$ cat config.mk
export PLATFORM = sky130hd
export DESIGN_NAME = agc_gain_ctrl
export DESIGN_NICKNAME = d
export VERILOG_FILES = /design/src/rtl/agc_pkg.sv /design/src/rtl/agc_sync.sv /design/src/rtl/agc_mode_fsm.sv /design/src/rtl/agc_gain_timer.sv /design/src/rtl/agc_gain_ctrl.sv
export SDC_FILE = /design/constraint.sdc
export NUM_CORES = 1
export LEC_CHECK = 0
export ABC_AREA = 0
export CAP_MARGIN = 25
export CORE_ASPECT_RATIO = 1.1
export CORE_MARGIN = 5
export CORE_UTILIZATION = 48
export CTS_BUF_LIST = sky130_fd_sc_hd__clkbuf_8
export DETAILED_ROUTE_END_ITERATION = 7
export GPL_ROUTABILITY_DRIVEN = 0
export HOLD_SLACK_MARGIN = 0.08
export PLACE_DENSITY_LB_ADDON = 0.3
export SYNTH_ARGS = -nofsm -noshare
export SYNTH_HDL_FRONTEND = slang
export SYNTH_HIERARCHICAL = 1
export SYNTH_SLANG_ARGS = --single-unit
$ cat constraint.sdc
create_clock -name clk -period 2.3 [get_ports clk]
set_clock_uncertainty 0.2 [all_clocks]
set_input_delay 0.575 -clock clk [delete_from_list [all_inputs] [get_ports clk]]
set_output_delay 0.575 -clock clk [all_outputs]
set_load 0.01 [all_outputs]
$ cat src/rtl/agc_pkg.sv
package agc_pkg;

    // Externally visible state code
    typedef enum logic [1:0] {
        ST_RUN_HIGH = 2'd0,
        ST_RUN_LOW  = 2'd1,
        ST_FROZEN   = 2'd2,
        ST_BYPASS   = 2'd3
    } agc_state_e;

    // Internal control mode
    typedef enum logic [1:0] {
        C_RUN  = 2'd0,
        C_HOLD = 2'd1,
        C_OFF  = 2'd2
    } ctrl_mode_e;

    // Map control mode and gain to the reported state
    function automatic agc_state_e state_of(input ctrl_mode_e m, input logic g);
        case (m)
            C_RUN:   state_of = g ? ST_RUN_LOW : ST_RUN_HIGH;
            C_HOLD:  state_of = ST_FROZEN;
            default: state_of = ST_BYPASS;
        endcase
    endfunction

    // Counter width able to hold 0..n
    function automatic int cnt_width(input int n);
        cnt_width = (n < 2) ? 1 : $clog2(n + 1);
    endfunction

endpackage

$ cat src/rtl/agc_sync.sv
module agc_sync #(
    parameter int W      = 2,
    parameter int STAGES = 2
) (
    input  logic         clk,
    input  logic         rst,
    input  logic [W-1:0] d_async,
    output logic [W-1:0] q_sync
);
    for (genvar b = 0; b < W; b++) begin : g_bit
        logic [STAGES-1:0] chain;
        always_ff @(posedge clk) begin
            if (rst) chain <= '0;
            else     chain <= {chain[STAGES-2:0], d_async[b]};
        end
        assign q_sync[b] = chain[STAGES-1];
    end
endmodule

$ cat src/rtl/agc_mode_fsm.sv
module agc_mode_fsm
    import agc_pkg::*;
(
    input  logic       clk,
    input  logic       rst,
    input  logic       pwr_s,
    input  logic       mode_s,
    output ctrl_mode_e ctrl_q,
    output logic       upd_en,
    output logic       force_high
);
    logic       pwr_d, mode_d;
    logic       pwr_rise, mode_rise, mode_fall;
    ctrl_mode_e ctrl_n;

    assign pwr_rise  = pwr_s & ~pwr_d;
    assign mode_rise = mode_s & ~mode_d;
    assign mode_fall = ~mode_s & mode_d;

    always_comb begin
        ctrl_n = ctrl_q;
        if (!pwr_s)                          ctrl_n = C_OFF;
        else if (pwr_rise)                   ctrl_n = mode_s ? C_OFF : C_RUN;
        else if (mode_rise && ctrl_q == C_RUN) ctrl_n = C_HOLD;
        else if (mode_fall)                  ctrl_n = C_RUN;
    end

    always_ff @(posedge clk) begin
        if (rst) begin
            ctrl_q <= C_OFF;
            pwr_d  <= 1'b0;
            mode_d <= 1'b0;
        end else begin
            ctrl_q <= ctrl_n;
            pwr_d  <= pwr_s;
            mode_d <= mode_s;
        end
    end

    // Loop updates only in steady powered running without a freeze edge
    assign upd_en     = pwr_s & ~pwr_rise & (ctrl_q == C_RUN) & ~mode_rise;
    assign force_high = ~pwr_s;

    p_off_when_down_r1: assert property (@(posedge clk) disable iff (rst)
        !pwr_s |=> ctrl_q == C_OFF);
    p_pwrup_bypass_r5: assert property (@(posedge clk) disable iff (rst)
        (pwr_s && !pwr_d && mode_s) |=> ctrl_q == C_OFF);
    p_freeze_r6: assert property (@(posedge clk) disable iff (rst)
        (ctrl_q == C_RUN && pwr_s && pwr_d && mode_s && !mode_d) |=> ctrl_q == C_HOLD);
    p_resume_r7: assert property (@(posedge clk) disable iff (rst)
        (pwr_s && pwr_d && !mode_s && mode_d) |=> ctrl_q == C_RUN);
endmodule

$ cat src/rtl/agc_gain_timer.sv
module agc_gain_timer
    import agc_pkg::*;
#(
    parameter int CODE_W      = 10,
    parameter int THR_HIGH    = 792,
    parameter int THR_LOW     = 556,
    parameter int RELEASE_CYC = 50000
) (
    input  logic              clk,
    input  logic              rst,
    input  logic              upd_en,
    input  logic              force_high,
    input  logic [CODE_W-1:0] sig_code,
    output logic              gain_low
);
    localparam int CNT_W = cnt_width(RELEASE_CYC);
    localparam logic [CODE_W-1:0] HI_C   = CODE_W'(THR_HIGH);
    localparam logic [CODE_W-1:0] LO_C   = CODE_W'(THR_LOW);
    localparam logic [CNT_W-1:0]  LAST_C = CNT_W'(RELEASE_CYC - 1);

    logic [CNT_W-1:0] cnt_q;
    logic             above_hi, below_lo;

    assign above_hi = (sig_code >= HI_C);
    assign below_lo = (sig_code <  LO_C);

    always_ff @(posedge clk) begin
        if (rst || force_high) begin
            gain_low <= 1'b0;
            cnt_q    <= '0;
        end else if (!upd_en) begin
            cnt_q    <= '0;
        end else if (above_hi) begin
            gain_low <= 1'b1;
            cnt_q    <= '0;
        end else if (gain_low && below_lo) begin
            if (cnt_q == LAST_C) begin
                gain_low <= 1'b0;
                cnt_q    <= '0;
            end else begin
                cnt_q    <= cnt_q + 1'b1;
            end
        end else begin
            cnt_q    <= '0;
        end
    end

    p_trip_r2: assert property (@(posedge clk) disable iff (rst)
        (upd_en && !force_high && sig_code >= HI_C) |=> gain_low);
    p_cnt_bound_r3: assert property (@(posedge clk) disable iff (rst)
        cnt_q < CNT_W'(RELEASE_CYC));
    p_restart_r4: assert property (@(posedge clk) disable iff (rst)
        (upd_en && !below_lo) |=> cnt_q == '0);
    p_force_high_r1: assert property (@(posedge clk) disable iff (rst)
        force_high |=> (!gain_low && cnt_q == '0));
    p_hold_gain_r6: assert property (@(posedge clk) disable iff (rst)
        (!upd_en && !force_high) |=> gain_low == $past(gain_low));
endmodule

$ cat src/rtl/agc_gain_ctrl.sv
module agc_gain_ctrl
    import agc_pkg::*;
#(
    parameter int CODE_W      = 10,
    parameter int THR_HIGH    = 792,
    parameter int THR_LOW     = 556,
    parameter int RELEASE_CYC = 50000
) (
    input  logic              clk,
    input  logic              rst,
    input  logic              pwr_en,
    input  logic              mode_in,
    input  logic [CODE_W-1:0] sig_code,
    output logic              gain_low,
    output logic [1:0]        agc_state
);
    logic [1:0] sync_q;
    ctrl_mode_e ctrl_q;
    logic       upd_en, force_high;
    agc_state_e st;

    agc_sync #(.W(2), .STAGES(2)) u_sync (
        .clk     (clk),
        .rst     (rst),
        .d_async ({mode_in, pwr_en}),
        .q_sync  (sync_q)
    );

    agc_mode_fsm u_fsm (
        .clk        (clk),
        .rst        (rst),
        .pwr_s      (sync_q[0]),
        .mode_s     (sync_q[1]),
        .ctrl_q     (ctrl_q),
        .upd_en     (upd_en),
        .force_high (force_high)
    );

    agc_gain_timer #(
        .CODE_W      (CODE_W),
        .THR_HIGH    (THR_HIGH),
        .THR_LOW     (THR_LOW),
        .RELEASE_CYC (RELEASE_CYC)
    ) u_timer (
        .clk        (clk),
        .rst        (rst),
        .upd_en     (upd_en),
        .force_high (force_high),
        .sig_code   (sig_code),
        .gain_low   (gain_low)
    );

    assign st        = state_of(ctrl_q, gain_low);
    assign agc_state = st;

    initial begin
        a_params_r4: assert (THR_LOW < THR_HIGH && RELEASE_CYC >= 1);
    end

    p_bypass_full_gain_r5: assert property (@(posedge clk) disable iff (rst)
        agc_state == 2'd3 |-> !gain_low);
    p_state_gain_r10: assert property (@(posedge clk) disable iff (rst)
        (agc_state == 2'd0 || agc_state == 2'd1) |-> gain_low == agc_state[0]);
endmodule

==> metrics.yaml <==
status: "finished, final reports clean"
drt_wl_total_um: 2080
r2r_start: "u_timer/cnt_q[14]$_SDFF_PP0_"
critical_path_class: "reg -> out"
synth_fa_ha_area_share_pct: 1.13
power.share.clock_pct: 34.7
placedCellCount: 167
reg2reg_slack_ns: 0.36
grt_antenna_before_repair: 0
hold_path_class: "reg -> reg"
ios: 17
cts_root_buf: "clkbuf_8"
irDropWorstVdd_uv: 361
tritoncts: "yes"
yosys_warnings: 6
rsz0062_at_grt: "no"
hold-worst-slack_ns: 0.249
drv_cap: 0
viasPerCell: 5.23
wl_per_cell_um: 12.1
grt_pass1_wl_um: 3660
cp-start-kind: "register"
diodes: 0
clock_latency_ns: 0.27
power.density_nw_per_um2: 553
p_int_uw: 581
dr.pass1.iters: 4
grt_max_degree: 17
worst_pin_slew_ns: 0.392
hold_viol_final: 0
drive_gt1_share_pct: 5.67
rows: 18
p_leak_uw: 0.000419
endpoint: "agc_state[0]"
synth-compound-area-share_pct: 7.89
grt-ovfl-total: 0
finalCritPeriodShare_pct: 91.8
wl_met3_um: 102
wl_met1_um: 953
synth_xor_area_share_pct: 10.3
max_clock_freq_mhz: 473
synthMuxAreaShare_pct: 0
crit_path_start: "u_timer/gain_low$_SDFFE_PP0P_"
yosys.area_share.simple_pct: 29.9
finalSetupViolations: 0
drtIter0Drc: 25
dieWidth_um: 55.8
initial_utilization_pct: 49.8
cts_buffer_depth: 2
synth_top_family_by_area: "simple AND/OR/NAND/NOR gates"
endpoint_kind: "primary output"
syn_area_um2: 1110
numCtsBuffers: 3
power_frac_comb_pct: 4.7
die_y_um: 60.4
yosysUniqueCellTypes: 27
stdcell_area_um2: 1310
relSlewSlack_pct: 73.2
hpwlAfterDp_um: 1560
path_clk_slew_ns: 0.08
port_buffers: 14
rr_worst_depth: 4
drc: 0
post_cts_buffers: 0
track_usage_pct: 14.1
yosysSeqAreaShare_pct: 45.1
ys_ff_latch: 25
swShare_pct: 19.8
cp_max_fo: 4
grt_pass1_vias: 840
required_ns: 1.52
postLayoutCoreUtil_pct: 58.8
ant_nets: 0
post_cts_resized: 0
layout_common_cells: "dfxtp_1 (25), nor2_1 (23), clkdlybuf4s50_1 (14)"
core_um2: 2230
dieArea_um2: 3370
finalMaxSlewViolations: 0
timing.setup.tns_ns: 0
htreeDepth: 1
r2r-end: "u_timer/cnt_q[10]$_SDFF_PP0_"
p_sw_uw: 144
final_common_cell: "dfxtp_1"
synth_cells: 125
final_cells: 171
cts.sinks: 25
nets: 157
postCtsHoldBufs: 0
place_area_um2: 1260
routed.top_layer: "met4"
period_needed_ns: 2.11
share_seq_of_total_power_pct: 60.6
route.vias.total: 894
syn_to_final_growth_pct: 18.2
cp_data_arrival_time_ns: 1.34
syn-num-nets: 140
syn_avg_cell_area_um2: 8.88
wl_met2_um: 976
[cells by family (layout without fill, tap and decap cells)]
kind of cell    after synthesis  count (layout)
fa+ha+maj                     1               1
compound gates               14              14
buf+inv                      12              28
simple gates                 60              60
flops                        25              25
xor+xnor                     13              13
[cell usage after synthesis]
master,count,area (um2)
nand2_1,4,15.0
or3_1,1,6.26
ha_1,1,12.5
xnor2_1,12,105
o31ai_1,1,7.51
or2_1,1,6.26
nor4_2,1,12.5
o21ai_0,4,20.0
or4b_1,1,10.0
xor2_1,1,8.76
nand4_1,6,37.5
nor3_1,5,25.0
buf_4,2,15.0
nor4_1,3,18.8
a31o_2,1,8.76
nand3_1,6,30.0
nor2b_1,6,37.5
buf_8,1,15.0
a21oi_1,5,25.0
inv_1,9,33.8
nor2_1,23,86.3
a21o_1,1,7.51
o211a_1,1,10.0
dfxtp_1,25,500
or4bb_1,2,22.5
nand4b_4,1,23.8
a2111oi_0,1,8.76
[final cells by class]
type / count / area (um2)
clock buffer: 3 / 41.3
multi-input combinational: 88 / 546
timing repair buffer: 15 / 148
inverter: 9 / 33.8
tap: 30 / 37.5
clock inverter: 1 / 5.00
fill: 198 / 918
sequential: 25 / 500
[layer usage]
metal  vias up  GRT usage, %
met5         -             0
met4         0          8.14
met3         5          4.26
met2        15          23.8
met1       413          16.3
li1        461             -
[flip-flops by register name (all words and copies together) (netlist names)]
| signal | flops |
|---|---|
| u_fsm/ctrl_q | 2 |
| u_timer/cnt_q | 16 |
| u_timer/gain_low | 1 |
| u_sync/g_bit.chain | 4 |
| u_fsm/pwr_d | 1 |
| u_fsm/mode_d | 1 |
[power groups by stage]
stage	registers, uW	logic (uW)	clock network, uW
after floorplan	448	10.4	0
after global placement	449	33.2	0
after detailed placement	449	34.4	0
after CTS	439	34.7	262
after global routing	440	37.5	279
final	439	34.3	252
[worst min-delay path by stage]
stage	start	to	slack [ns]	cells after the start
finish	u_fsm/pwr_d$_SDFF_PP0_	u_fsm/ctrl_q[0]$_SDFFE_PP0P_	0.25	2
global route	u_sync/g_bit[1].chain[0]$_SDFF_PP0_	u_sync/g_bit[1].chain[1]$_SDFF_PP0_	0.26	1
CTS	u_fsm/pwr_d$_SDFF_PP0_	u_fsm/ctrl_q[0]$_SDFFE_PP0P_	0.25	2
detailed placement	u_sync/g_bit[0].chain[0]$_SDFF_PP0_	u_sync/g_bit[0].chain[1]$_SDFF_PP0_	0.23	1
global placement	u_sync/g_bit[1].chain[0]$_SDFF_PP0_	u_sync/g_bit[1].chain[1]$_SDFF_PP0_	0.22	1
floorplan	u_sync/g_bit[0].chain[0]$_SDFF_PP0_	u_sync/g_bit[0].chain[1]$_SDFF_PP0_	0.21	1
[metrics by stage]
stage / power (uW) / worst slack (ns)
CTS: 736 / 0.170
global placement: 482 / 0.124
detailed placement: 484 / 0.0338
finish: 725 / 0.188
floorplan: 459 / 0.482
global route: 756 / 0.101
[critical path, stage by stage (launching register included)]
cell             delay (ns)
dfxtp_1                0.41
a21o_1                 0.14
clkdlybuf4s50_1        0.52
No activity file was read; power rests on OpenSTA's default activity.
